### src/rtl/slot_guard_pkg.sv
package slot_guard_pkg;

    typedef enum logic [1:0] {
        ST_IDLE = 2'd0,
        ST_WAIT = 2'd1,
        ST_RESP = 2'd2
    } guard_state_e;

endpackage

### src/rtl/guard_timer.sv
module guard_timer #(
    parameter int TIMEOUT_CYCLES = 234
) (
    input  logic clk,
    input  logic rst_n,
    input  logic restart,
    input  logic run,
    output logic expire
);
    localparam int CNT_W = (TIMEOUT_CYCLES > 2) ? $clog2(TIMEOUT_CYCLES) : 1;
    localparam logic [CNT_W-1:0] LAST = CNT_W'(TIMEOUT_CYCLES - 1);

    logic [CNT_W-1:0] cnt_q;

    always_ff @(posedge clk) begin
        if (!rst_n || restart) begin
            cnt_q <= '0;
        end else if (run && cnt_q != LAST) begin
            cnt_q <= cnt_q + 1'b1;
        end
    end

    assign expire = run && (cnt_q == LAST);

    // the counter never passes the limit value
    p_cnt_bound_r3: assert property (@(posedge clk) disable iff (!rst_n)
        cnt_q <= LAST);

    // every access starts counting from zero
    p_restart_r10: assert property (@(posedge clk) disable iff (!rst_n)
        restart |=> (cnt_q == '0));

endmodule

### src/rtl/guard_fsm.sv
module guard_fsm
    import slot_guard_pkg::*;
#(
    parameter int NUM_SLOTS = 4,
    parameter int DATA_W    = 32,
    parameter int SLOT_W    = 2
) (
    input  logic                 clk,
    input  logic                 rst_n,
    input  logic                 cyc_start,
    input  logic [SLOT_W-1:0]    cyc_slot,
    input  logic                 mod_ack,
    input  logic [DATA_W-1:0]    mod_rdata,
    input  logic                 expire,
    output logic                 timer_restart,
    output logic                 timer_run,
    output logic [NUM_SLOTS-1:0] err_set,
    output logic                 host_done,
    output logic [DATA_W-1:0]    host_rdata
);
    guard_state_e state_q, state_d;
    logic [SLOT_W-1:0] slot_q;
    logic [DATA_W-1:0] rdata_q;
    logic              fire;

    // state register
    always_ff @(posedge clk) begin
        if (!rst_n) state_q <= ST_IDLE;
        else        state_q <= state_d;
    end

    // next state
    always_comb begin
        state_d = state_q;
        unique case (state_q)
            ST_IDLE: if (cyc_start)          state_d = ST_WAIT;  // START
            ST_WAIT: if (mod_ack || expire)  state_d = ST_RESP;  // ACK / EXPIRE
            ST_RESP:                         state_d = ST_IDLE;  // RETURN
            default:                         state_d = ST_IDLE;
        endcase
    end

    // captured slot and completion data
    always_ff @(posedge clk) begin
        if (!rst_n) begin
            slot_q  <= '0;
            rdata_q <= '0;
        end else begin
            if (state_q == ST_IDLE && cyc_start) slot_q <= cyc_slot;
            if (state_q == ST_WAIT) begin
                if (mod_ack)     rdata_q <= mod_rdata;
                else if (expire) rdata_q <= {DATA_W{1'b1}};
            end
        end
    end

    // outputs
    always_comb begin
        timer_restart = (state_q != ST_WAIT);
        timer_run     = (state_q == ST_WAIT);
        fire          = (state_q == ST_WAIT) && expire && !mod_ack;
        host_done     = (state_q == ST_RESP);
        host_rdata    = rdata_q;
    end

    for (genvar i = 0; i < NUM_SLOTS; i++) begin : g_set
        assign err_set[i] = fire && (slot_q == SLOT_W'(i));
    end

    // completion lasts one cycle
    p_done_pulse_r10: assert property (@(posedge clk) disable iff (!rst_n)
        host_done |=> !host_done);

    // an idle cycle is never followed by a completion
    p_idle_no_done_r9: assert property (@(posedge clk) disable iff (!rst_n)
        (state_q == ST_IDLE) |=> !host_done);

    // slot held while a cycle is outstanding
    p_slot_held_r9: assert property (@(posedge clk) disable iff (!rst_n)
        (state_q != ST_IDLE) |=> $stable(slot_q));

    // acknowledge beats expiry and carries module data
    p_ack_wins_r8: assert property (@(posedge clk) disable iff (!rst_n)
        (state_q == ST_WAIT && mod_ack) |=>
            (host_done && host_rdata == $past(mod_rdata)));

    // forced completion returns the fill value
    p_expire_fill_r4: assert property (@(posedge clk) disable iff (!rst_n)
        (state_q == ST_WAIT && expire && !mod_ack) |=>
            (host_done && host_rdata == {DATA_W{1'b1}}));

endmodule

### src/rtl/guard_status.sv
module guard_status #(
    parameter int NUM_SLOTS = 4
) (
    input  logic                 clk,
    input  logic                 rst_n,
    input  logic [NUM_SLOTS-1:0] err_set,
    input  logic [NUM_SLOTS-1:0] err_clear,
    input  logic [NUM_SLOTS-1:0] irq_enable,
    output logic [NUM_SLOTS-1:0] err_status,
    output logic                 irq
);
    logic [NUM_SLOTS-1:0] status_q;

    for (genvar i = 0; i < NUM_SLOTS; i++) begin : g_bit
        always_ff @(posedge clk) begin
            if (!rst_n)          status_q[i] <= 1'b0;
            else if (err_set[i]) status_q[i] <= 1'b1;
            else if (err_clear[i]) status_q[i] <= 1'b0;
        end

        // a set pulse leaves the bit set
        p_set_sticks_r5: assert property (@(posedge clk) disable iff (!rst_n)
            err_set[i] |=> status_q[i]);

        // a bit rises only through its own set pulse
        p_no_stray_r5: assert property (@(posedge clk) disable iff (!rst_n)
            (!status_q[i] && !err_set[i]) |=> !status_q[i]);

        // strobe clears the bit
        p_clear_r6: assert property (@(posedge clk) disable iff (!rst_n)
            (status_q[i] && err_clear[i] && !err_set[i]) |=> !status_q[i]);

        // without a strobe the bit holds
        p_held_r6: assert property (@(posedge clk) disable iff (!rst_n)
            (status_q[i] && !err_clear[i]) |=> status_q[i]);
    end

    assign err_status = status_q;
    assign irq        = |(status_q & irq_enable);

endmodule

### src/rtl/slot_timeout_guard.sv
module slot_timeout_guard #(
    parameter int NUM_SLOTS      = 4,
    parameter int DATA_W         = 32,
    parameter int TIMEOUT_CYCLES = 234,
    localparam int SLOT_W        = (NUM_SLOTS > 2) ? $clog2(NUM_SLOTS) : 1
) (
    input  logic                 clk,
    input  logic                 rst_n,
    input  logic                 cyc_start,
    input  logic [SLOT_W-1:0]    cyc_slot,
    input  logic                 mod_ack,
    input  logic [DATA_W-1:0]    mod_rdata,
    output logic                 host_done,
    output logic [DATA_W-1:0]    host_rdata,
    input  logic [NUM_SLOTS-1:0] err_clear,
    input  logic [NUM_SLOTS-1:0] irq_enable,
    output logic [NUM_SLOTS-1:0] err_status,
    output logic                 irq
);
    logic                 timer_restart;
    logic                 timer_run;
    logic                 expire;
    logic [NUM_SLOTS-1:0] err_set;

    guard_timer #(
        .TIMEOUT_CYCLES(TIMEOUT_CYCLES)
    ) u_timer (
        .clk     (clk),
        .rst_n   (rst_n),
        .restart (timer_restart),
        .run     (timer_run),
        .expire  (expire)
    );

    guard_fsm #(
        .NUM_SLOTS (NUM_SLOTS),
        .DATA_W    (DATA_W),
        .SLOT_W    (SLOT_W)
    ) u_fsm (
        .clk           (clk),
        .rst_n         (rst_n),
        .cyc_start     (cyc_start),
        .cyc_slot      (cyc_slot),
        .mod_ack       (mod_ack),
        .mod_rdata     (mod_rdata),
        .expire        (expire),
        .timer_restart (timer_restart),
        .timer_run     (timer_run),
        .err_set       (err_set),
        .host_done     (host_done),
        .host_rdata    (host_rdata)
    );

    guard_status #(
        .NUM_SLOTS(NUM_SLOTS)
    ) u_status (
        .clk        (clk),
        .rst_n      (rst_n),
        .err_set    (err_set),
        .err_clear  (err_clear),
        .irq_enable (irq_enable),
        .err_status (err_status),
        .irq        (irq)
    );

endmodule

### config.mk
export PLATFORM = sky130hd
export DESIGN_NAME = slot_timeout_guard
export DESIGN_NICKNAME = d
export VERILOG_FILES = /design/src/rtl/slot_guard_pkg.sv /design/src/rtl/guard_timer.sv /design/src/rtl/guard_fsm.sv /design/src/rtl/guard_status.sv /design/src/rtl/slot_timeout_guard.sv
export SDC_FILE = /design/constraint.sdc
export NUM_CORES = 1
export LEC_CHECK = 0
export CAP_MARGIN = 20
export CORE_UTILIZATION = 39
export CTS_BUF_LIST = sky130_fd_sc_hd__clkbuf_8
export DETAILED_ROUTE_END_ITERATION = 8
export GPL_TIMING_DRIVEN = 0
export PLACE_DENSITY = 0.88
export SYNTH_ARGS = -nofsm -noshare
export SYNTH_HDL_FRONTEND = slang
export SYNTH_HIERARCHICAL = 1
export SYNTH_SLANG_ARGS = --single-unit
### constraint.sdc
create_clock -name clk -period 1.6 [get_ports clk]
set_input_delay 0.24 -clock clk [delete_from_list [all_inputs] [get_ports clk]]
set_output_delay 0.24 -clock clk [all_outputs]
set_load 0.01 [all_outputs]
==> results of run 1 <==
-- registers in the layout (all words and copies together) (netlist names) --
signal               count
u_timer/cnt_q            8
u_status/err_status      4
u_fsm/state_q            2
u_fsm/slot_q             2
u_fsm/host_rdata        32
-- report_power, final --
part / leakage, nW / internal [mW] / total [mW] / switching (mW)
clock network: 0.0541 / 0.462 / 0.858 / 0.396
registers: 0.393 / 1.25 / 1.28 / 0.0348
logic: 0.691 / 0.264 / 0.409 / 0.145
total: 1.14 / 1.97 / 2.55 / 0.576
-- repair_timing --
item | in CTS | in global routing
gates cloned | 3 | 0
pin swaps | 2 | 4
setup endpoints to repair | 39 | 34
buffers inserted | 5 | 4
resized for setup | 18 | 5
-- worst max-delay path, stage by stage, from the launching register on --
cell     delay [ps]
dfxtp_2         350
inv_2            50
ha_4            140
and4_4          140
and3_4          180
nor2_4          140
nor2_8           80
buf_6           130
o221a_1         240
-- cells by family (layout without fill, tap and decap cells) --
| kind of cell | Yosys count | in the layout |
|---|---|---|
| buffers and inverters | 14 | 116 |
| AOI/OAI and AO/OA | 51 | 51 |
| adders and majority gates | 2 | 2 |
| xor gates and xnor gates | 2 | 2 |
| DFF | 48 | 48 |
| and+or+nand+nor | 43 | 43 |
| muxes | 2 | 2 |
-- cell usage after synthesis (3+ instances only) --
| cell | number | area, um^2 |
|---|---|---|
| clkbuf_1 | 3 | 11.3 |
| buf_6 | 6 | 67.6 |
| nor2b_1 | 4 | 25.0 |
| o21ai_0 | 4 | 20.0 |
| nor2_1 | 5 | 18.8 |
| nand2_1 | 8 | 30.0 |
| o221a_1 | 30 | 338 |
| dfxtp_1 | 48 | 961 |
| a21oi_1 | 5 | 25.0 |
| nand3_1 | 4 | 20.0 |
| nor3b_1 | 4 | 30.0 |
| o21a_1 | 4 | 30.0 |
-- metrics by stage --
stage | TNS (ps) | power [mW] | hold slack [ps] | area (um^2)
after floorplan | 0 | 1.46 | 358 | 1910
after global placement | -4540 | 1.70 | 464 | 2800
after detailed placement | -5510 | 1.70 | 472 | 2800
after CTS | -66.2 | 2.57 | 471 | 3000
after global routing | -25.1 | 2.66 | 468 | 3050
final | 0 | 2.55 | 449 | 3050
-- metal layers --
metal	track usage	wire length, um	vias to the layer above
li1	-	-	830
met1	0.214	2060	809
met2	0.316	2400	62
met3	0.0619	312	2
met4	0.0763	41	0
met5	0	0	-
-- final cells by class --
cell class,count,area [um^2],area share
plain buffers,10,85.1,0.0279
clock buffers,5,68.8,0.0226
clock inverters,3,42.5,0.0139
inverters,3,13.8,0.00451
multi-input cells,100,876,0.287
flip-flops and latches,48,971,0.318
well taps,52,65.1,0.0213
repair buffers,95,930,0.305
-- worst paths after layout --
kind              depth (start not counted)                   to  slack [ps]              from
setup reg to reg                          8  u_fsm/host_rdata[8]          40  u_timer/cnt_q[1]
hold reg to reg                           1     u_fsm/state_q[0]         450  u_fsm/state_q[1]
setup / recovery                          8  u_fsm/host_rdata[8]          40  u_timer/cnt_q[1]
hold / removal                            1     u_fsm/state_q[0]         450  u_fsm/state_q[1]
==> summary.txt, run 1 <==
Synth
  – Post-Synth Simple-Gate Area: 0.150
  – Ys async rst share: 0
  – Compound-Gate Fraction of Synth Area: 0.255
  – YS warnings: 6
  – Post-synthesis xor/xnor area fraction: 0.00924
  – Multiplexer area fraction after synthesis: 0.0112
  – Synth unique cells: 40
  – Sequential share of the synthesized area: 0.507
  – Net Count, Synth: 210
  – #FFs+latches synth: 48
  – Mean post-synth cell area: 11.7 um^2
  – Cells after synthesis: 162
  – Post-synthesis cell area: 0.00190 mm^2
  – Number of flops mapped to enable cells by yosys: 0
  – Adder-cell share of the synthesized area: 0.0132
  – Largest family of logic cells by synthesized area: compound AO/OA/AOI/OAI gates
  – Top FF cell, synth: dfxtp_1

Worst hold path
  – Hold/Removal Path Class: flop to flop

Setup path
  – CP arrival: 1750 ps
  – Startpoint types: flop
  – Crit path max fanout: 9
  – Critical path class: flop to flop
  – Required time worst endpoint: 1790 ps
  – Endpoint class of the critical path: flop

Final layout
  – Most frequent cells in the layout: 81 x clkdlybuf4s50_1, 44 x dfxtp_1, 30 x o221a_1
  – P&R area growth vs syn: 61.0%
  – Inserted Diodes: 0
  – Fill cells: 377
  – # nets final: 311
  – Finished Core Util: 0.678
  – Final std cells w/o fill: 316
  – Fraction of layout cells with a size suffix above 1: 0.201
  – Commonest non-fill, non-tap cell in the layout: clkdlybuf4s50_1

Pwr
  – Cell Pwr Density: 836 mW/mm^2
  – Leak: 1.14 nW
  – VDD IR max: 0.525 mV

Global routing
  – Initial antenna violation count: 0
  – Global-route wire length before repair: 7.40 mm
  – Number of global-route vias before repair: 1,647
  – Total GRT Usage: 0.186
  – Global-route congestion overflow total: 0
  – Largest net degree at the start of global routing: 16

STA
  – Setup violators final: 0
  – Final period util: 0.974
  – Slew at the pin with the worst max-slew slack: 396 ps
  – Max Clock Freq: 642 MHz
  – Final Max Tran Viols: 0
  – Final min period: 1560 ps
  – Clock Skew: 6.89 ps
  – Final worst slack: 42.1 ps
  – Final hold vios: 0
  – Worst rel slew slack: 0.736

Die
  – Die Ht: 71.7 um
  – DIE AREA: 0.00514 mm^2
  – Core box area: 0.00450 mm^2
  – Starting Density: 0.421
  – Core Rows: 24
  – I/O pin count: 84
  – Die Span X: 71.7 um

Routing
  – DR vias/cell: 5.39
  – Wire per inst: 15.2 um
  – DRT Pass-1 Iters: 4
  – Post-Route WL: 4.81 mm
  – DRC Markers: 0
  – Routed vias: 1,703
  – 1st-iter DRT viols: 61
  – Routed Antenna Nets: 0

Place
  – DP HPWL: 3.20 mm
  – Placed insts: 297
  – # port buffers: 83
  – Setup WS pre-CTS: -197 ps
  – GPL Wtd Cong: 0.807

Status
  – Status: complete, no violations

Clocking
  – Worst-path clk slew: 80 ps
  – Longest Clk Path Bufs: 2
  – CTS tree: done
  – CTS root buf: clkbuf_8
  – Clock Sinks: 48
  – Clk_lat worst skew: 300 ps
  – Hold-fix buffer count after cts: 0
  – TritonCTS buffer count: 5
  – H-tree levels: 2

Run
  – Max cap viols: 0
Note: power is estimated with default switching activity, not from simulation.
==> run 2, diff against run 1 <==
CORE_MARGIN = 4   (was default)
CORE_UTILIZATION = 42   (was 39)
SYNTH_HIERARCHICAL = default   (was 1)
==> run 2 against run 1 <==
  * Synthesized cell count increased by 40%
  * Non-clock buffer count decreased by 4
  * Final cell count increased by 23%
  * Critical path type is now flop to primary output
  * Worst setup slack improved by 65 ps
  * Register-to-register slack improved by 98 ps
  * Design area increased by 11%
  * Core utilization decreased by 6.2 points
  * Combinational power increased by 18%
  * Hold slack got worse by 79 ps
  * Count of clock-buffer cells in the layout unchanged
==> summary.txt, run 2 <==
Synth
  – Ys async rst share: 0 (unchanged)
  – Top FF cell, synth: dfxtp_1 (unchanged)
  – #FFs+latches synth: 48 (unchanged)
  – Mean post-synth cell area: 10.6 um^2 (was 11.7 um^2)
  – Compound-Gate Fraction of Synth Area: 0.172 (was 0.255)
  – Most instantiated library cell after synthesis: dfxtp_1 (unchanged)
  – Adder-cell share of the synthesized area: 0.0104 (was 0.0132)
  – Post-synthesis xor/xnor area fraction: 0.00731 (was 0.00924)
  – Net Count, Synth: 274 (was 210)
  – Leading area contributor after synthesis: dfxtp_1 (unchanged)
  – Synth top area share: 0.401 (was 0.507)
  – Sequential share of the synthesized area: 0.401 (was 0.507)
  – YS warnings: 0 (was 6)
  – Multiplexer area fraction after synthesis: 0.159 (was 0.0112)
  – Commonest cells post-synth: 48 x dfxtp_1, 33 x nand2b_1, 32 x o311a_1 (was 48 x dfxtp_1, 30 x o221a_1, 8 x nand2_1)
  – Cells after synthesis: 226 (was 162)
  – Largest family of logic cells by synthesized area: simple AND/OR/NAND/NOR gates (was compound AO/OA/AOI/OAI gates)
  – Number of flops mapped to enable cells by yosys: 0 (unchanged)
  – Synth unique cells: 33 (was 40)
  – Post-Synth Simple-Gate Area: 0.198 (was 0.150)
  – Synth area leaders: dfxtp_1 40%, o311a_1 13%, mux2_2 12% (was dfxtp_1 51%, o221a_1 18%, buf_6 3.6%)
  – Post-synthesis cell area: 0.00239 mm^2 (was 0.00190 mm^2)

Clocking
  – Hold-fix buffer count after cts: 0 (unchanged)
  – Worst-path clk slew: 90 ps (was 80 ps)
  – CTS tree: done (unchanged)
  – Longest Clk Path Bufs: 2 (unchanged)
  – H-tree levels: 2 (unchanged)
  – Clk_lat worst skew: 300 ps (about the same)
  – TritonCTS buffer count: 5 (unchanged)
  – Clock Sinks: 48 (unchanged)
  – CTS root buf: clkbuf_8 (unchanged)

Status
  – Status: complete, no violations (unchanged)

STA
  – Max Clock Freq: 670 MHz (was 642 MHz)
  – Final Max Tran Viols: 0 (unchanged)
  – RSZ-0062 raised after global routing: false
  – Final hold vios: 0 (unchanged)
  – Fin Hold WS: 370 ps (was 449 ps)
  – Final period util: 0.933 (was 0.974)
  – Final min period: 1490 ps (was 1560 ps)
  – Final TNS setup: 0 ps (unchanged)
  – Worst rel slew slack: 0.616 (was 0.736)
  – Clock Skew: 13.4 ps (was 6.89 ps)
  – Slew at the pin with the worst max-slew slack: 575 ps (was 396 ps)
  – Setup violators final: 0 (unchanged)
  – Final worst slack: 107 ps (was 42.1 ps)

Setup path
  – Endpoint class of the critical path: primary output (was flop)
  – Startpoint types: flop (unchanged)
  – Crit-path cells: clkdlybuf4s50_1 (was inv_2, ha_4, and4_4, and3_4, nor2_4, nor2_8, buf_6, o221a_1)
  – Slowest-stage cell, CP: clkdlybuf4s50_1 (was dfxtp_2)
  – Required time worst endpoint: 1360 ps (was 1790 ps)
  – CP arrival: 1250 ps (was 1750 ps)
  – Slowest cell delay on critical path: 580 ps (was 350 ps)
  – Buffers & Inverters on Critical Path: 1 (was 2)
  – Kind of cell adding the most delay to the critical path: buffers and inverters (was simple AND/OR/NAND/NOR gates)
  – Critical path class: flop to primary output (was flop to flop)
  – Crit path max fanout: 3 (was 9)

Die
  – I/O pin count: 84 (unchanged)
  – Starting Density: 0.435 (was 0.421)
  – Core Rows: 27 (was 24)
  – DIE AREA: 0.00697 mm^2 (was 0.00514 mm^2)
  – Die Ht: 83.5 um (was 71.7 um)
  – Die Span X: 83.5 um (was 71.7 um)
  – Core box area: 0.00551 mm^2 (was 0.00450 mm^2)

Place
  – GPL Wtd Cong: 0.817 (was 0.807)
  – DP HPWL: 4.28 mm (was 3.20 mm)
  – Setup WS pre-CTS: -34.3 ps (was -197 ps)
  – Dpl cell area: 0.00330 mm^2 (was 0.00280 mm^2)
  – # port buffers: 81 (was 83)
  – Placed insts: 379 (was 297)

Global routing
  – Total GRT Usage: 0.172 (was 0.186)
  – Number of global-route vias before repair: 2,084 (was 1,647)
  – Initial antenna violation count: 0 (unchanged)
  – Largest net degree at the start of global routing: 15 (was 16)
  – Global-route wire length before repair: 10.0 mm (was 7.40 mm)
  – Global-route congestion overflow total: 0 (unchanged)

Final layout
  – Multi-input gate area: 0.00131 mm^2 (was 876 um^2)
  – Inserted Diodes: 0 (unchanged)
  – Commonest non-fill, non-tap cell in the layout: clkdlybuf4s50_1 (unchanged)
  – Sequential cell area: 963 um^2 (was 971 um^2)
  – # nets final: 363 (was 311)
  – Fraction of layout cells with a size suffix above 1: 0.149 (was 0.201)
  – Final Cell Area: 0.00339 mm^2 (was 0.00305 mm^2)
  – Finished Core Util: 0.615 (was 0.678)
  – Largest register FFs: 32 (unchanged)
  – P&R area growth vs syn: 41.5% (was 61.0%)
  – Final std cells w/o fill: 388 (was 316)
  – Most frequent cells in the layout: 79 x clkdlybuf4s50_1, 46 x dfxtp_1, 33 x nand2b_1 (was 81 x clkdlybuf4s50_1, 44 x dfxtp_1, 30 x o221a_1)
  – Fill cells: 489 (was 377)

Routing
  – DRT Pass-1 Iters: 5 (was 4)
  – Post-Route WL: 5.80 mm (was 4.81 mm)
  – Routed Antenna Nets: 0 (unchanged)
  – DR vias/cell: 5.28 (was 5.39)
  – Wire per inst: 14.9 um (was 15.2 um)
  – Routed vias: 2,048 (was 1,703)
  – DRC Markers: 0 (unchanged)
  – 1st-iter DRT viols: 99 (was 61)

Pwr
  – Overall Power: 2.45 mW (was 2.55 mW)
  – VDD IR max: 0.411 mV (was 0.525 mV)
  – Cell Pwr Density: 723 mW/mm^2 (was 836 mW/mm^2)
  – Leak: 1.44 nW (was 1.14 nW)

Run
  – Max cap viols: 0 (unchanged)

Worst hold path
  – Hold/Removal Path Class: input port to flop (was flop to flop)
## run 2: cell count changes in the layout (fill, tap and decap cells not counted), moves of 4 or more
cell / delta
clkbuf_1: +8
o21ai_1: +4
or3_1: +4
nand2b_1: +32
o221a_1: -30
o311a_1: +32
buf_4: -8
mux2_1: +6
nand3b_1: +9
mux2_2: +25
## run 2: kinds of logic after synthesis
group                      count (synthesis)
AOI/OAI and AO/OA                         48
xor gates and xnor gates                   2
buffers and inverters                     20
DFF                                       48
and+or+nand+nor                           72
adders and majority gates                  2
muxes                                     34
## run 2: per-layer routing
metal | track usage | vias up | part of all wire
li1 | - | 1026 | -
met1 | 0.219 | 958 | 0.45
met2 | 0.280 | 56 | 0.47
met3 | 0.0523 | 8 | 0.061
met4 | 0.0541 | 0 | 0.017
met5 | 0 | - | 0
## run 2: timing repair
| item | CTS | global route |
|---|---|---|
| endpoints found under the hold margin | 0 | 0 |
| gates resized for setup | 2 | 2 |
| pin swaps | 0 | 1 |
| endpoints found under the setup margin | 2 | 30 |
| buffers inserted | 0 | 1 |
## run 2: final cells by class
cell class / instances / share of cell area
clock inverters: 3 / 0.00480
multi-input cells: 158 / 0.387
repair buffers: 82 / 0.241
well taps: 72 / 0.0266
inverters: 1 / 0.00111
flip-flops and latches: 48 / 0.284
clock buffers: 5 / 0.0203
plain buffers: 19 / 0.0355
## run 2: path summary, 6_finish.rpt
check,slack [ps],start,end,cells after the start
worst max-delay path,110,u_fsm.host_rdata[27],host_rdata[27],1
worst min-delay path,370,rst_n,u_timer.cnt_q[5],3
worst max register to register,140,u_timer.cnt_q[1],u_fsm.host_rdata[4],6
worst min register to register,500,u_status.err_status[3],u_status.err_status[3],2
## run 2: worst min-delay path, cell delays in order
cell and delay, ps:
buf_2 130, nand3b_2 200, a21oi_1 60
## run 2: where the power goes
group          switching [mW]  internal, mW  total, mW
combinational           0.172         0.309      0.481
sequential             0.0366          1.24       1.27
clock                   0.395         0.300      0.695
total                   0.604          1.85       2.45
==> run 3, diff against run 2 <==
CORE_UTILIZATION = 39   (was 42)
SYNTH_HIERARCHICAL = 1   (was default)
==> run 3 against run 2 <==
  * Count of clock-buffer cells in the layout unchanged
  * Critical path depth increased by 7
  * Design area decreased by 9.5%
  * Hold slack improved by 82 ps
  * Sequential cell count unchanged
  * Via count decreased by 17%
  * Global-route usage decreased by 0.52 points
  * Clock skew about the same
  * Register-to-register slack got worse by 98 ps
  * Critical endpoint is now u_fsm/host_rdata[23]
==> summary.txt, run 3 (synthesis gave the netlist of run 1 again) <==
Run
  – Max cap viols: 0 (unchanged)

STA
  – Final worst slack: 41.6 ps (was 107 ps)
  – Final hold vios: 0 (unchanged)
  – Final min period: 1560 ps (was 1490 ps)
  – Setup violators final: 0 (unchanged)
  – Final Max Tran Viols: 0 (unchanged)
  – RSZ-0062 raised after global routing: true (was false)
  – Worst rel slew slack: 0.730 (was 0.616)
  – Clock Skew: 13.5 ps (was 13.4 ps)
  – Slew at the pin with the worst max-slew slack: 406 ps (was 575 ps)
  – Final period util: 0.974 (was 0.933)
  – Max Clock Freq: 642 MHz (was 670 MHz)
  – Fin Hold WS: 452 ps (was 370 ps)

Setup path
  – Startpoint types: flop (unchanged)
  – Crit path max fanout: 8 (was 3)
  – Crit-path cells: inv_2, ha_4, and4_4, and3_4, nor2_4, nor2_8, buf_6, o221a_1 (was clkdlybuf4s50_1)
  – Slowest-stage cell, CP: dfxtp_2 (was clkdlybuf4s50_1)
  – Kind of cell adding the most delay to the critical path: simple AND/OR/NAND/NOR gates (was buffers and inverters)
  – Critical path class: flop to flop (was flop to primary output)
  – Endpoint class of the critical path: flop (was primary output)
  – Buffers & Inverters on Critical Path: 2 (was 1)
  – CP arrival: 1810 ps (was 1250 ps)
  – Required time worst endpoint: 1850 ps (was 1360 ps)
  – Slowest cell delay on critical path: 330 ps (was 580 ps)

Final layout
  – Fraction of layout cells with a size suffix above 1: 0.202 (was 0.149)
  – Final std cells w/o fill: 330 (was 388)
  – Final Cell Area: 0.00307 mm^2 (was 0.00339 mm^2)
  – Commonest non-fill, non-tap cell in the layout: clkdlybuf4s50_1 (unchanged)
  – # nets final: 310 (was 363)
  – Fill cells: 395 (was 489)
  – Multi-input gate area: 873 um^2 (was 0.00131 mm^2)
  – Sequential cell area: 971 um^2 (was 963 um^2)
  – Most frequent cells in the layout: 81 x clkdlybuf4s50_1, 42 x dfxtp_1, 30 x o221a_1 (was 79 x clkdlybuf4s50_1, 46 x dfxtp_1, 33 x nand2b_1)
  – Inserted Diodes: 0 (unchanged)
  – P&R area growth vs syn: 61.8% (was 41.5%)
  – Largest register FFs: 32 (unchanged)

Clocking
  – CTS tree: done (unchanged)
  – Longest Clk Path Bufs: 2 (unchanged)
  – TritonCTS buffer count: 5 (unchanged)
  – Worst-path clk slew: 100 ps (was 90 ps)
  – Clk_lat worst skew: 310 ps (was 300 ps)
  – H-tree levels: 2 (unchanged)
  – Hold-fix buffer count after cts: 0 (unchanged)
  – Clock Sinks: 48 (unchanged)
  – CTS root buf: clkbuf_8 (unchanged)

Die
  – Die Ht: 77.7 um (was 83.5 um)
  – Core box area: 0.00472 mm^2 (was 0.00551 mm^2)
  – DIE AREA: 0.00604 mm^2 (was 0.00697 mm^2)
  – I/O pin count: 84 (unchanged)
  – Die Span X: 77.7 um (was 83.5 um)
  – Core Rows: 25 (was 27)
  – Starting Density: 0.401 (was 0.435)

Routing
  – DR vias/cell: 5.15 (was 5.28)
  – Wire per inst: 15.3 um (was 14.9 um)
  – Post-Route WL: 5.06 mm (was 5.80 mm)
  – Routed vias: 1,699 (was 2,048)
  – DRT Pass-1 Iters: 4 (was 5)
  – 1st-iter DRT viols: 69 (was 99)
  – DRC Markers: 0 (unchanged)
  – Routed Antenna Nets: 0 (unchanged)

Place
  – Setup WS pre-CTS: -254 ps (was -34.3 ps)
  – DP HPWL: 3.52 mm (was 4.28 mm)
  – GPL Wtd Cong: 0.724 (was 0.817)
  – Dpl cell area: 0.00282 mm^2 (was 0.00330 mm^2)
  – # port buffers: 83 (was 81)
  – Placed insts: 312 (was 379)

Pwr
  – P_int: 1.98 mW (was 1.85 mW)
  – Comb pwr share: 0.159 (was 0.196)
  – Overall Power: 2.59 mW (was 2.45 mW)
  – Sw Ratio: 0.233 (was 0.246)
  – Seq pwr share: 0.497 (was 0.520)
  – Clock share of power: 0.344 (was 0.284)
  – Cell Pwr Density: 844 mW/mm^2 (was 723 mW/mm^2)
  – VDD IR max: 0.537 mV (was 0.411 mV)
  – Leak: 1.14 nW (was 1.44 nW)
  – Switching power: 602 uW (was 604 uW)

Status
  – Status: complete, no violations (unchanged)

Global routing
  – Initial antenna violation count: 0 (unchanged)
  – Largest net degree at the start of global routing: 17 (was 15)
  – Total GRT Usage: 0.167 (was 0.172)
  – Global-route wire length before repair: 8.05 mm (was 10.0 mm)
  – Number of global-route vias before repair: 1,752 (was 2,084)
  – Global-route congestion overflow total: 0 (unchanged)

Worst hold path
  – Hold/Removal Path Class: flop to flop (was input port to flop)
-- run 3: worst register-to-register path, delay by kind of cell, from the launching register on --
family / cells / cell delay [ps]
flip-flops: 1 / 330
buffers and inverters: 2 / 220
adder cells (fa/ha/maj): 1 / 120
AND/OR/NAND/NOR: 4 / 640
AO/OA/AOI/OAI: 1 / 200
-- run 3: layout make-up --
type,count,share of cell area
Timing Repair Buffer,93,0.299
Tap cell,67,0.0273
Buffer,11,0.0294
Sequential cell,48,0.317
Multi-Input combinational cell,100,0.285
Clock buffer,5,0.0224
Clock inverter,3,0.0155
Inverter,3,0.00449
-- run 3: worst paths after layout --
check              startpoint              endpoint  slack (ps)  cells after the start
max reg2reg  u_timer/cnt_q[1]  u_fsm/host_rdata[23]          40                      8
max          u_timer/cnt_q[1]  u_fsm/host_rdata[23]          40                      8
min          u_fsm/state_q[1]      u_fsm/state_q[0]         450                      1
min reg2reg  u_fsm/state_q[1]      u_fsm/state_q[0]         450                      1
-- run 3: timing repair --
action	4_1_cts	5_1_grt
endpoints found under the setup margin	37	36
gates resized for setup	17	8
buffers inserted	5	2
cloned	3	0
pin swaps	3	4
-- run 3: metal layers --
layer  wire length (um)  vias up  global-route usage
met2               2490       61               0.286
met3                314        9              0.0394
li1                   -      825                   -
met1               2150      804               0.195
met5                  0        -                   0
met4                107        0              0.0783
-- run 3: power by group through the flow --
stage               Clock, mW  Sequential, mW  Combinational (mW)
detailed placement          0            1.31               0.395
floorplan                   0            1.33               0.132
finish                  0.890            1.28               0.412
global placement            0            1.31               0.387
CTS                     0.915            1.28               0.413
global route            0.962            1.29               0.439
-- run 3: per-stage QoR --
stage	TNS [ps]	utilization
after floorplan	0	-
after global placement	-5380	0.597
after detailed placement	-5950	0.597
after CTS	-3.77	0.642
after global routing	-115	0.649
final	0	0.649
